## src/rtl/shctr_pkg.sv

```systemverilog
package shctr_pkg;

    localparam int unsigned CTR_W = 32;

    // register byte offsets
    localparam int unsigned OFS_CFG    = 'h00;
    localparam int unsigned OFS_CNT_LO = 'h08;
    localparam int unsigned OFS_CNT_HI = 'h0C;
    localparam int unsigned OFS_USR_LO = 'h20;
    localparam int unsigned OFS_USR_HI = 'h24;

    // configuration register field layout
    localparam int unsigned CFG_SRC_LSB  = 0;
    localparam int unsigned CFG_SRC_W    = 8;
    localparam int unsigned CFG_CORE_LSB = 8;
    localparam int unsigned CFG_CORE_W   = 7;
    localparam int unsigned CFG_WID_LSB  = 16;
    localparam int unsigned CFG_WID_W    = 4;
    localparam int unsigned CFG_STOP_BIT = 24;

    typedef struct packed {
        logic [CTR_W-1:0] cnt;
        logic             stop;
    } ctr_state_t;

    typedef struct packed {
        logic cfg;
        logic cnt_lo;
        logic cnt_hi;
        logic usr_lo;
        logic usr_hi;
    } reg_sel_t;

endpackage

```

## src/rtl/shctr_decode.sv

```systemverilog
module shctr_decode
    import shctr_pkg::*;
#(
    parameter int unsigned ADDR_W = 6
) (
    input  logic [ADDR_W-1:0] addr_i,
    output reg_sel_t          sel_o
);

    always_comb begin
        sel_o        = '0;
        sel_o.cfg    = (addr_i == ADDR_W'(OFS_CFG));
        sel_o.cnt_lo = (addr_i == ADDR_W'(OFS_CNT_LO));
        sel_o.cnt_hi = (addr_i == ADDR_W'(OFS_CNT_HI));
        sel_o.usr_lo = (addr_i == ADDR_W'(OFS_USR_LO));
        sel_o.usr_hi = (addr_i == ADDR_W'(OFS_USR_HI));
    end

endmodule

```

## src/rtl/shctr_count.sv

```systemverilog
module shctr_count
    import shctr_pkg::*;
(
    input  logic             clk_i,
    input  logic             rst_ni,
    input  logic             tick_i,
    input  logic             cfg_wr_i,
    input  logic             stop_wdata_i,
    input  logic             lo_wr_i,
    input  logic [CTR_W-1:0] wdata_i,
    output logic [CTR_W-1:0] cnt_o,
    output logic             stop_o,
    output logic             upd_o,
    output logic [CTR_W-1:0] nxt_o
);

    ctr_state_t st_d, st_q;

    always_comb begin
        st_d  = st_q;
        upd_o = 1'b0;
        if (st_q.stop) begin
            // frozen: only a software load moves the value
            if (lo_wr_i) begin
                st_d.cnt = wdata_i;
                upd_o    = 1'b1;
            end
        end else if (tick_i) begin
            st_d.cnt = st_q.cnt + CTR_W'(1);
            upd_o    = 1'b1;
        end
        if (cfg_wr_i) begin
            st_d.stop = stop_wdata_i;
        end
    end

    always_ff @(posedge clk_i or negedge rst_ni) begin
        if (!rst_ni) begin
            st_q <= '0;
        end else begin
            st_q <= st_d;
        end
    end

    assign cnt_o  = st_q.cnt;
    assign stop_o = st_q.stop;
    assign nxt_o  = st_d.cnt;

endmodule

```

## src/rtl/shctr_match.sv

```systemverilog
module shctr_match
    import shctr_pkg::*;
#(
    parameter int unsigned NUM_CORES = 4
) (
    input  logic                       clk_i,
    input  logic                       rst_ni,
    input  logic                       upd_i,
    input  logic [CTR_W-1:0]           nxt_i,
    input  logic [NUM_CORES*CTR_W-1:0] cmp_i,
    output logic [NUM_CORES-1:0]       hit_o
);

    logic [NUM_CORES-1:0] hit_d, hit_q;

    for (genvar c = 0; c < NUM_CORES; c++) begin : g_core
        always_comb begin
            hit_d[c] = upd_i && (nxt_i == cmp_i[c*CTR_W +: CTR_W]);
        end
    end

    always_ff @(posedge clk_i or negedge rst_ni) begin
        if (!rst_ni) begin
            hit_q <= '0;
        end else begin
            hit_q <= hit_d;
        end
    end

    assign hit_o = hit_q;

endmodule

```

## src/rtl/shctr_top.sv

```systemverilog
module shctr_top
    import shctr_pkg::*;
#(
    parameter int unsigned NUM_SRC   = 64,
    parameter int unsigned NUM_CORES = 4,
    parameter int unsigned ADDR_W    = 6
) (
    input  logic                       clk_i,
    input  logic                       rst_ni,
    input  logic                       tick_i,
    input  logic                       reg_wr_i,
    input  logic [ADDR_W-1:0]          reg_addr_i,
    input  logic [CTR_W-1:0]           reg_wdata_i,
    output logic [CTR_W-1:0]           reg_rdata_o,
    input  logic [NUM_CORES*CTR_W-1:0] cmp_val_i,
    output logic [CTR_W-1:0]           count_o,
    output logic [NUM_CORES-1:0]       match_o
);

    localparam int unsigned SRC_CODE  = NUM_SRC / 8 - 1;
    localparam int unsigned CORE_CODE = NUM_CORES;

    reg_sel_t         sel;
    logic [CTR_W-1:0] cnt_q;
    logic             stop_q;
    logic             upd;
    logic [CTR_W-1:0] nxt;
    logic [CTR_W-1:0] cfg_word;

    shctr_decode #(.ADDR_W(ADDR_W)) u_decode (
        .addr_i (reg_addr_i),
        .sel_o  (sel)
    );

    shctr_count u_count (
        .clk_i        (clk_i),
        .rst_ni       (rst_ni),
        .tick_i       (tick_i),
        .cfg_wr_i     (reg_wr_i && sel.cfg),
        .stop_wdata_i (reg_wdata_i[CFG_STOP_BIT]),
        .lo_wr_i      (reg_wr_i && sel.cnt_lo),
        .wdata_i      (reg_wdata_i),
        .cnt_o        (cnt_q),
        .stop_o       (stop_q),
        .upd_o        (upd),
        .nxt_o        (nxt)
    );

    shctr_match #(.NUM_CORES(NUM_CORES)) u_match (
        .clk_i  (clk_i),
        .rst_ni (rst_ni),
        .upd_i  (upd),
        .nxt_i  (nxt),
        .cmp_i  (cmp_val_i),
        .hit_o  (match_o)
    );

    always_comb begin
        cfg_word = '0;
        cfg_word[CFG_SRC_LSB  +: CFG_SRC_W]  = CFG_SRC_W'(SRC_CODE);
        cfg_word[CFG_CORE_LSB +: CFG_CORE_W] = CFG_CORE_W'(CORE_CODE);
        cfg_word[CFG_WID_LSB  +: CFG_WID_W]  = '0;
        cfg_word[CFG_STOP_BIT]               = stop_q;
    end

    always_comb begin
        reg_rdata_o = '0;
        if (sel.cfg) begin
            reg_rdata_o = cfg_word;
        end else if (sel.cnt_lo || sel.usr_lo) begin
            reg_rdata_o = cnt_q;
        end
    end

    assign count_o = cnt_q;

endmodule

```

## config.mk

```make
export PLATFORM = sky130hd
export DESIGN_NAME = shctr_top
export DESIGN_NICKNAME = d
export VERILOG_FILES = /design/src/rtl/shctr_pkg.sv /design/src/rtl/shctr_decode.sv /design/src/rtl/shctr_count.sv /design/src/rtl/shctr_match.sv /design/src/rtl/shctr_top.sv
export SDC_FILE = /design/constraint.sdc
export NUM_CORES = 1
export LEC_CHECK = 0
export BUFFER_PORTS_ARGS = -buffer_cell sky130_fd_sc_hd__buf_2
export CAP_MARGIN = 20
export CORE_ASPECT_RATIO = 1.2
export CORE_MARGIN = 5
export CORE_UTILIZATION = 40
export CTS_CLUSTER_SIZE = 16
export DETAILED_ROUTE_END_ITERATION = 12
export GPL_ROUTABILITY_DRIVEN = 0
export PLACE_DENSITY = 0.76
export SLEW_MARGIN = 30
export SYNTH_ARGS = -nofsm -noshare
export SYNTH_HDL_FRONTEND = slang
export SYNTH_SLANG_ARGS = --single-unit
```

## constraint.sdc

```tcl
create_clock -name clk_i -period 8.47 [get_ports clk_i]
set_clock_uncertainty 0.15 [all_clocks]
set_input_delay 0.847 -clock clk_i [delete_from_list [all_inputs] [get_ports clk_i]]
set_output_delay 0.847 -clock clk_i [all_outputs]
set_load 0.02 [all_outputs]
```

# == Yosys cells after proc, flatten, opt, wreduce, memory -nomap -nowiden ==
# Index checks and enable logic that the tools add are counted.
# word_totals
regBits,37
inputBits,170
output_inout_bits,68
elab_cells,26
# classes
add_sub_neg,1
eq_ne,6
muxes,8
n_reduce_logical,8
# op_table
operator,count
$mux 32,5
$eq 32x32->1,4
$add 32x1->32 const B,1
$eq 6x4->1 const B,1
$eq 6x6->1 const B,1
$logic_and 1x1->1,6
$logic_not 6->1,1
$mux 1,3
$logic_or 1x1->1,1

# == Depth between registers and ports, before layout ==
# Gate-level depths: netlist (run 1).
# depth
word_depth,6
ltp_mapped,11
depth_no_buf,9

# == Modules after synthesis ==
# From an unflattened synthesis (run 1), not the netlist that was laid out.
# unflattened
cells_unflattened,452
area_unflattened_um2,4134.0
# by_module_without_submodules
module,n_inst,cells_each,area_each_um2,seq_area_each_um2
shctr_count,1,223,2163.3,825.8
shctr_match,1,180,1579.0,100.1
shctr_top,1,40,320.3,0.0
shctr_decode,1,9,71.3,0.0

# == Worst setup path before layout (run 1) ==
# OpenSTA, ideal clock, no wires.
# synth_timing
path_kind,input -> output
start,in reg_addr_i[1]
end,out reg_rdata_o[11]
arrival_time_ps,2500
required_ps,7473
setup_slack_ps,4973
cell_stages,6
n_path_buf,3
cell_sequence,or4_4 buf_6 clkbuf_1 nor2_1 clkbuf_1 and2_1
# synth_between
elab_chain_len,4
elab_cells_between_ends,6
classes_between,2 x eq/ne; 2 x mux; 2 x reduce/logical
# synth_rtl
item,line_no,text
"start, declared",shctr_top.sv:12,"input logic [ADDR_W-1:0] reg_addr_i,"
$eq 6x4->1 or $eq 6x6->1 (tied branches),"shctr_decode.sv:13, shctr_decode.sv:15",
$logic_or 1x1->1,shctr_top.sv:70,end else if (sel.cnt_lo || sel.usr_lo) begin
$mux 32,shctr_top.sv:70,
$mux 32 *,shctr_top.sv:68,if (sel.cfg) begin
"end, declared",shctr_top.sv:14,"output logic [CTR_W-1:0] reg_rdata_o,"
# Every way passes the cells marked *; elsewhere a longest branch is shown, timed or not.

# == Worst setup path after layout (run 1) ==
# layout_timing
start,reg u_count.st_q (netlist bit u_count.stop_o)
end,"reg u_match.hit_q[0], in the netlist u_match.hit_o[0]"
# layout_between
elab_chain_len,3
elab_cells_between_ends,4
classes_between,1 x eq/ne; 2 x mux; 1 x reduce/logical
# layout_rtl
item,line_no,text
"start, declared",shctr_count.sv:17,"ctr_state_t st_d, st_q;"
"start signal, assigned",shctr_count.sv:41,st_q <= st_d;
$mux 32,shctr_count.sv:22,if (st_q.stop) begin
named net nxt[6],shctr_top.sv:27,logic [CTR_W-1:0] nxt;
$eq 32x32->1,shctr_match.sv:18,hit_d[c] = upd_i && (nxt_i == cmp_i[c*CTR_W +: CTR_W]);
$logic_and 1x1->1,shctr_match.sv:18,
named net u_match.hit_d[0],shctr_match.sv:14,"logic [NUM_CORES-1:0] hit_d, hit_q;"
"end signal, assigned",shctr_match.sv:26,hit_q <= hit_d;
"end, declared",shctr_match.sv:14,
# The timed path passes the listed nets, and every way through them passes these cells.
# A chain may end at the register's enable or synchronous reset.

==> results.md, run 1 <==
* Leak at 3.236 nW
* #FFs+latches synth at 37
* Comb pwr share at 0.589
* Placeable Area at 14410 sq um
* P_int at 0.0006157 W
* Drt wl/cell at 25.25 um
* Final Max Tran Viols at 0
* Initial DRC count at 988
* Routed Antenna Nets at 0
* Io pins at 238
* Setup violators final at 0
* Root Driver: clkbuf_16
* Mapped Area at 5874 sq um
* Die width at 120.6 um
* Number of cells on the worst reg-to-reg path at 10
* Post-CTS setup buffers at 0
* Seq pwr share at 0.257
* Area share of the largest cell type after synthesis at 0.1576
* Grt ovf at 0
* Vias in the first global route at 7448
* DR vias at 7552
* Hold-fix buffers at CTS at 0
* Worst-Margin Slew at 1.015 ns
* Syn Area/Cell at 7.659 sq um
* # DRC at 0
* H-tree depth at 2
* Routed WL at 28.96 mm
* Initial Util at 0.4076
* Clock power share at 0.154
* # clock sinks at 37
* Final Cycle Share at 0.5020
* Num CTS Buffers at 5
* Clk Latency, worst-skew pair at 0.30 ns
* RSZ-0062 raised after global routing: no
* Die footprint at 17220 sq um
* Area growth from synthesis to layout at 23.45%
* Worst R2R Setup Slack at 4.22 ns
* Post-synth EDFFs at 0
* Average vias per placed instance at 6.584
* Sequential fraction of the synthesis area at 0.1576
* Fillcell total at 1477
* YS warnings at 0
* Fin nets at 1142
* Max-Cap Viols at 0
* Synth unique cells at 90
* Crit path launch type: register
* Num rows at 48
* Ys async rst share at 1.000
* Primary FF master, synth: dfrtp_1
* Die Y at 142.8 um
* Net Sw Power at 0.0006643 W
* Crit path max fanout at 67
* Power per cell area at 176.5 nW/um^2
* CP required at 8.51 ns
* RR Startpoint: u_count.stop_o
* Post-cts sizing count at 0
* Worst VDD drop at 0.00008046 V
* Fraction of layout cells with a size suffix above 1 at 0.2945
* Largest net degree at the start of global routing at 68
* Post-route setup TNS at 0 ns
* Sw Share at 0.5190
* Outcome: finished clean
* Count leader, synth: xnor2_1
* CTS tree: done
* Syn Nets at 938
* Dominant cell type by area after synthesis: dfrtp_1
* Relative slew slack at 0.3200
* Final Hold Fails at 0
* Worst reg2reg endpoint: u_match.hit_o[0]
* CTS clk-pin slew, worst paths at 0.06 ns
* DRT Pass-1 Iters at 6
* Tmin final at 4.252 ns
* Pwr Total at 0.001280 W
* Hold Slack at 0.3869 ns
* Initial antenna violation count at 4
* Crit Path Class: register to register
* Critical Path AT at 4.29 ns
* CTS Buffer Depth at 2
* Most instantiated cells after synthesis: xnor2_1, xor2_1, nand2_1
* Global-route wire length before repair at 43.31 mm
* Max Freq at 235.2 MHz
* Synth area leaders: dfrtp_1, xnor2_1, xor2_1
* Crit path capture type: register
* Syn Inst Count at 767
* Tot GR Track Use at 0.3266
* Min-delay worst type: input pin to async pin
* Final HPWL DP at 22.90 mm
* # port buffers at 237
==> metal layers <==
layer / share of wire / wire length (um) / track usage
met1: 0.34 / 9966 / 0.3799
met5: 0.0010 / 30 / 0
met3: 0.14 / 4108 / 0.1086
met4: 0.072 / 2083 / 0.2035
met2: 0.44 / 12770 / 0.5187
==> worst max-delay path, cell delays in order, from the launching register on <==
cell	delay, ns
dfrtp_2	0.56
buf_4	0.60
nand4b_1	0.45
nor2_1	0.20
buf_4	0.26
nor3_1	0.11
nor3_1	0.28
xnor2_1	0.33
nand4_1	0.28
or4_1	0.62
nor4_2	0.30
==> logic make-up after synthesis <==
kind of cell	share of synthesized area
adders and majority gates	0.002130
and+or+nand+nor	0.3116
DFF	0.1576
xor gates and xnor gates	0.2162
AOI/OAI and AO/OA	0.2241
muxes	0.02258
buffers and inverters	0.06581
==> layout by cell type (no fill, tap or decap), types with 8 or more instances in the layout <==
cell | netlist | layout
a31oi_1 | 13 | 13
xor2_1 | 57 | 57
nand2_1 | 40 | 40
nor3_1 | 36 | 36
a21oi_1 | 31 | 31
a2111oi_0 | 8 | 8
inv_1 | 34 | 34
mux2i_1 | 11 | 11
dfrtp_1 | 37 | 36
o21ai_0 | 33 | 33
nand3_1 | 35 | 35
nor2_1 | 33 | 33
buf_4 | 6 | 12
buf_2 | 11 | 236
and2_1 | 28 | 28
nor4_1 | 21 | 21
and4_1 | 12 | 12
nand4_1 | 31 | 31
nor2b_1 | 9 | 9
xnor2_1 | 81 | 81
and3_1 | 16 | 16
a221oi_1 | 9 | 9
==> power groups by stage <==
stage / logic (W) / clock network (W) / registers (W)
floorplan: 0.000497 / 0 / 0.000291
global placement: 0.000720 / 0 / 0.000322
detailed placement: 0.000724 / 0 / 0.000323
CTS: 0.000729 / 0.000197 / 0.000320
global route: 0.000799 / 0.000203 / 0.000334
finish: 0.000754 / 0.000198 / 0.000329
==> state kept, by name (all words and copies together) (netlist names) <==
signal and count:
u_count.stop_o 1, u_match.hit_o 4, u_count.cnt_o 32
==> metrics by stage <==
step / util / cell area [sq um] / worst slack, ns / std cells
5_1_grt: 0.5031 / 7252 / 4.099 / 1147
6_report: 0.5031 / 7252 / 4.218 / 1147
2_1_floorplan: - / 5874 / 4.973 / 767
3_3_place_gp: 0.4929 / 7104 / 4.340 / 1139
3_5_place_dp: 0.4929 / 7104 / 4.218 / 1139
4_1_cts: 0.5028 / 7247 / 4.511 / 1146
==> worst max-delay path by stage <==
stage / cells past startpoint / slack (ns) / start / endpoint
2_1_floorplan: 6 / 4.97 / reg_addr_i[1] / reg_rdata_o[11]
3_3_place_gp: 9 / 4.34 / tick_i / u_match.hit_o[0]
3_5_place_dp: 9 / 4.22 / tick_i / u_match.hit_o[0]
4_1_cts: 10 / 4.51 / u_count.stop_o / u_match.hit_o[1]
5_1_grt: 10 / 4.10 / u_count.stop_o / u_match.hit_o[0]
6_report: 10 / 4.22 / u_count.stop_o / u_match.hit_o[0]
==> layout make-up <==
type | instances | area, sq um | area share
Sequential cell | 37 | 927.1 | 0.1278
Inverter | 34 | 127.6 | 0.01760
Tap cell | 175 | 219.0 | 0.03019
Clock buffer | 7 | 142.6 | 0.01967
Timing Repair Buffer | 248 | 1271 | 0.1753
Multi-Input combinational cell | 645 | 4562 | 0.6291
Antenna cell | 1 | 2.502 | 0.0003451
No activity file was read; power rests on OpenSTA's default activity.
==> run 2, diff against run 1 <==
--- a/config.mk
+++ b/config.mk
@@ -5,6 +5,7 @@
 export SDC_FILE = /design/constraint.sdc
 export NUM_CORES = 1
 export LEC_CHECK = 0
+export ABC_AREA = 1
 export BUFFER_PORTS_ARGS = -buffer_cell sky130_fd_sc_hd__buf_2
 export CAP_MARGIN = 20
 export CORE_ASPECT_RATIO = 1.2
==> constraint.sdc (replaced) <==
create_clock -name clk_i -period 4.4 [get_ports clk_i]
set_clock_uncertainty 0.15 [all_clocks]
set_input_delay 0.44 -clock clk_i [delete_from_list [all_inputs] [get_ports clk_i]]
set_output_delay 0.44 -clock clk_i [all_outputs]
set_load 0.02 [all_outputs]
==> results.md, run 2 <==
* Outcome: finished clean
* Primary FF master, synth: dfrtp_1
* Setup violators final at 0
* Worst path max stage delay at 0.39 ns
* Final Max Tran Viols at 0
* Leak at 4.378 nW
* Met2 WL at 11.48 mm
* Vias in the first global route at 7521
* Clock power share at 0.149
* Routed WL at 24.74 mm
* Sw Share at 0.5679
* Non-filler cells, final at 1506
* Synth unique cells at 37
* Net Sw Power at 0.001716 W
* Syn Nets at 1273
* Final HPWL DP at 20.90 mm
* Grt ovf at 0
* Num CTS Buffers at 5
* Die Y at 141.6 um
* WL met3 at 2.372 mm
* CP required at 4.48 ns
* #FFs+latches synth at 37
* Post-cts sizing count at 0
* Average vias per placed instance at 5.257
* Top Metal Used: met5
* Number of cells on the worst reg-to-reg path at 15
* DRT Pass-1 Iters at 5
* Critical path's slowest cell: nor2_4
* Ys async rst share at 1.000
* Worst VDD drop at 0.0002042 V
* WHS Path Cells at 3
* Post-synth EDFFs at 0
* # DRC at 0
* Global-route wire length before repair at 37.96 mm
* Root Driver: clkbuf_16
* H-tree depth at 2
* RR Startpoint: u_count.cnt_o[1]
* # port buffers at 237
* Hold Slack at 0.3443 ns
* Placed cell count at 1496
* Post-route setup TNS at 0 ns
* Pwr Total at 0.003021 W
* Worst reg2reg endpoint: u_match.hit_o[0]
* Critical Path AT at 3.22 ns
* Critical path depth at 15
* Final Cycle Share at 0.7141
* CTS clk-pin slew, worst paths at 0.07 ns
* Syn Area/Cell at 5.241 sq um
* HP Start: reg_wdata_i[21]
* Routed Antenna Nets at 0
* Largest net degree at the start of global routing at 47
* Post-CTS setup buffers at 0
* Relative slew slack at 0.3341
* Tot GR Track Use at 0.2833
* Die width at 119.7 um
* Worst-Margin Slew at 0.9977 ns
* Crit path launch type: input pin
* P_int at 0.001305 W
* Synth area leaders: nand2_1, dfrtp_1, nand3_1
* Seq pwr share at 0.215
* Num rows at 48
* Met1 Wirelength at 9.543 mm
* Initial Util at 0.4041
* Mapped Area at 5776 sq um
* Max Freq at 318.3 MHz
* # clock sinks at 37
* Dominant cell type by area after synthesis: nand2_1
* CTS tree: done
* Crit-path cells: buf_2, nor2_1, nand2_1, nor2_4, nand2_2, buf_4, o211ai_2, nand2_2, nand2_1, nand2_1, nor2_1, nand2_1, nor2_1, nand3_1, nor2_1
* Power per cell area at 415.2 nW/um^2
* Area share of the largest cell type after synthesis at 0.2613
* WHS Endpoint: u_count.cnt_o[21]
* Most instantiated cells after synthesis: nand2_1, inv_1, nand3_1
* Clk Latency, worst-skew pair at 0.30 ns
* YS warnings at 0
* Area growth from synthesis to layout at 25.97%
* Tmin final at 3.142 ns
* Fraction of layout cells with a size suffix above 1 at 0.2368
* Crit path capture type: register
* Count leader, synth: nand2_1
* Initial antenna violation count at 2
* Crit path max fanout at 22
* Hold-fix buffers at CTS at 1
* Initial DRC count at 666
* Final Hold Fails at 0
* DR vias at 7917
* Fin nets at 1500
* Worst R2R Setup Slack at 1.65 ns
* Drt wl/cell at 16.42 um
* Io pins at 238
* Syn Inst Count at 1102
* Most frequent cells in the layout: nand2_1, buf_2, inv_1, nand3_1, nor2_1
* Most common cell after layout, fill and taps aside: nand2_1
* Comb pwr share at 0.636
* Die footprint at 16950 sq um
* Min-delay worst type: input pin to register
* Delay-heaviest family, CP: simple AND/OR/NAND/NOR gates
* Max FFs per register at 32
* Placeable Area at 14290 sq um
* Sequential fraction of the synthesis area at 0.1603
* Max-Cap Viols at 0
* CTS Buffer Depth at 2
* RSZ-0062 raised after global routing: no
* CP bufs+invs at 2
* Crit Path Class: input pin to register
run 2: final cells by class:
class	instances	area (sq um)
fillers	1601	7018
multi-input cells	873	4084
repair buffers	241	1231
flip-flops and latches	37	925.9
inverters	171	641.9
well taps	175	219.0
clock buffers	5	125.1
clock inverters	3	46.29
diodes	1	2.502
run 2: worst min-delay path, stage by stage:
cell,delay [ns]
buf_2,0.09
o21ai_2,0.10
nand2_2,0.12
run 2: stage by stage:
stage	area, sq um	setup WS (ns)	util
after detailed placement	7092	0.9992	0.4961
final	7276	1.258	0.5090
after global routing	7276	0.9985	0.5090
after global placement	7072	1.093	0.4947
after CTS	7273	1.291	0.5088
after floorplan	5776	2.112	-
run 2: cell families (layout without fill, tap and decap cells):
family | after synthesis | in the layout | synth area share
flops | 37 | 37 | 0.1603
xor+xnor | 15 | 15 | 0.02275
compound gates | 49 | 49 | 0.04571
fa+ha+maj | 1 | 1 | 0.002166
simple gates | 808 | 808 | 0.6365
buf+inv | 192 | 420 | 0.1326
other cells | 0 | 1 | 0
run 2: power by group through the flow:
stage                     clock network, W  logic, W  registers [W]
after floorplan                          0   0.00119       0.000697
after global placement                   0   0.00186       0.000643
after detailed placement                 0   0.00189       0.000642
after CTS                         0.000447   0.00189       0.000636
after global routing              0.000468   0.00213       0.000661
final                             0.000451   0.00192       0.000649
run 2: worst max-delay path by stage:
| stage | start | to |
|---|---|---|
| after detailed placement | reg_addr_i[1] | u_match.hit_o[2] |
| after CTS | reg_addr_i[1] | u_match.hit_o[2] |
| final | reg_addr_i[1] | u_match.hit_o[2] |
| after floorplan | reg_addr_i[1] | reg_rdata_o[10] |
| after global routing | reg_addr_i[1] | u_match.hit_o[2] |
| after global placement | reg_addr_i[1] | u_match.hit_o[2] |
run 2: per-layer routing:
layer	up-vias	track usage
met4	2	0.1454
met2	429	0.4750
met1	3492	0.3460
met5	-	0
li1	3899	-
met3	95	0.05423
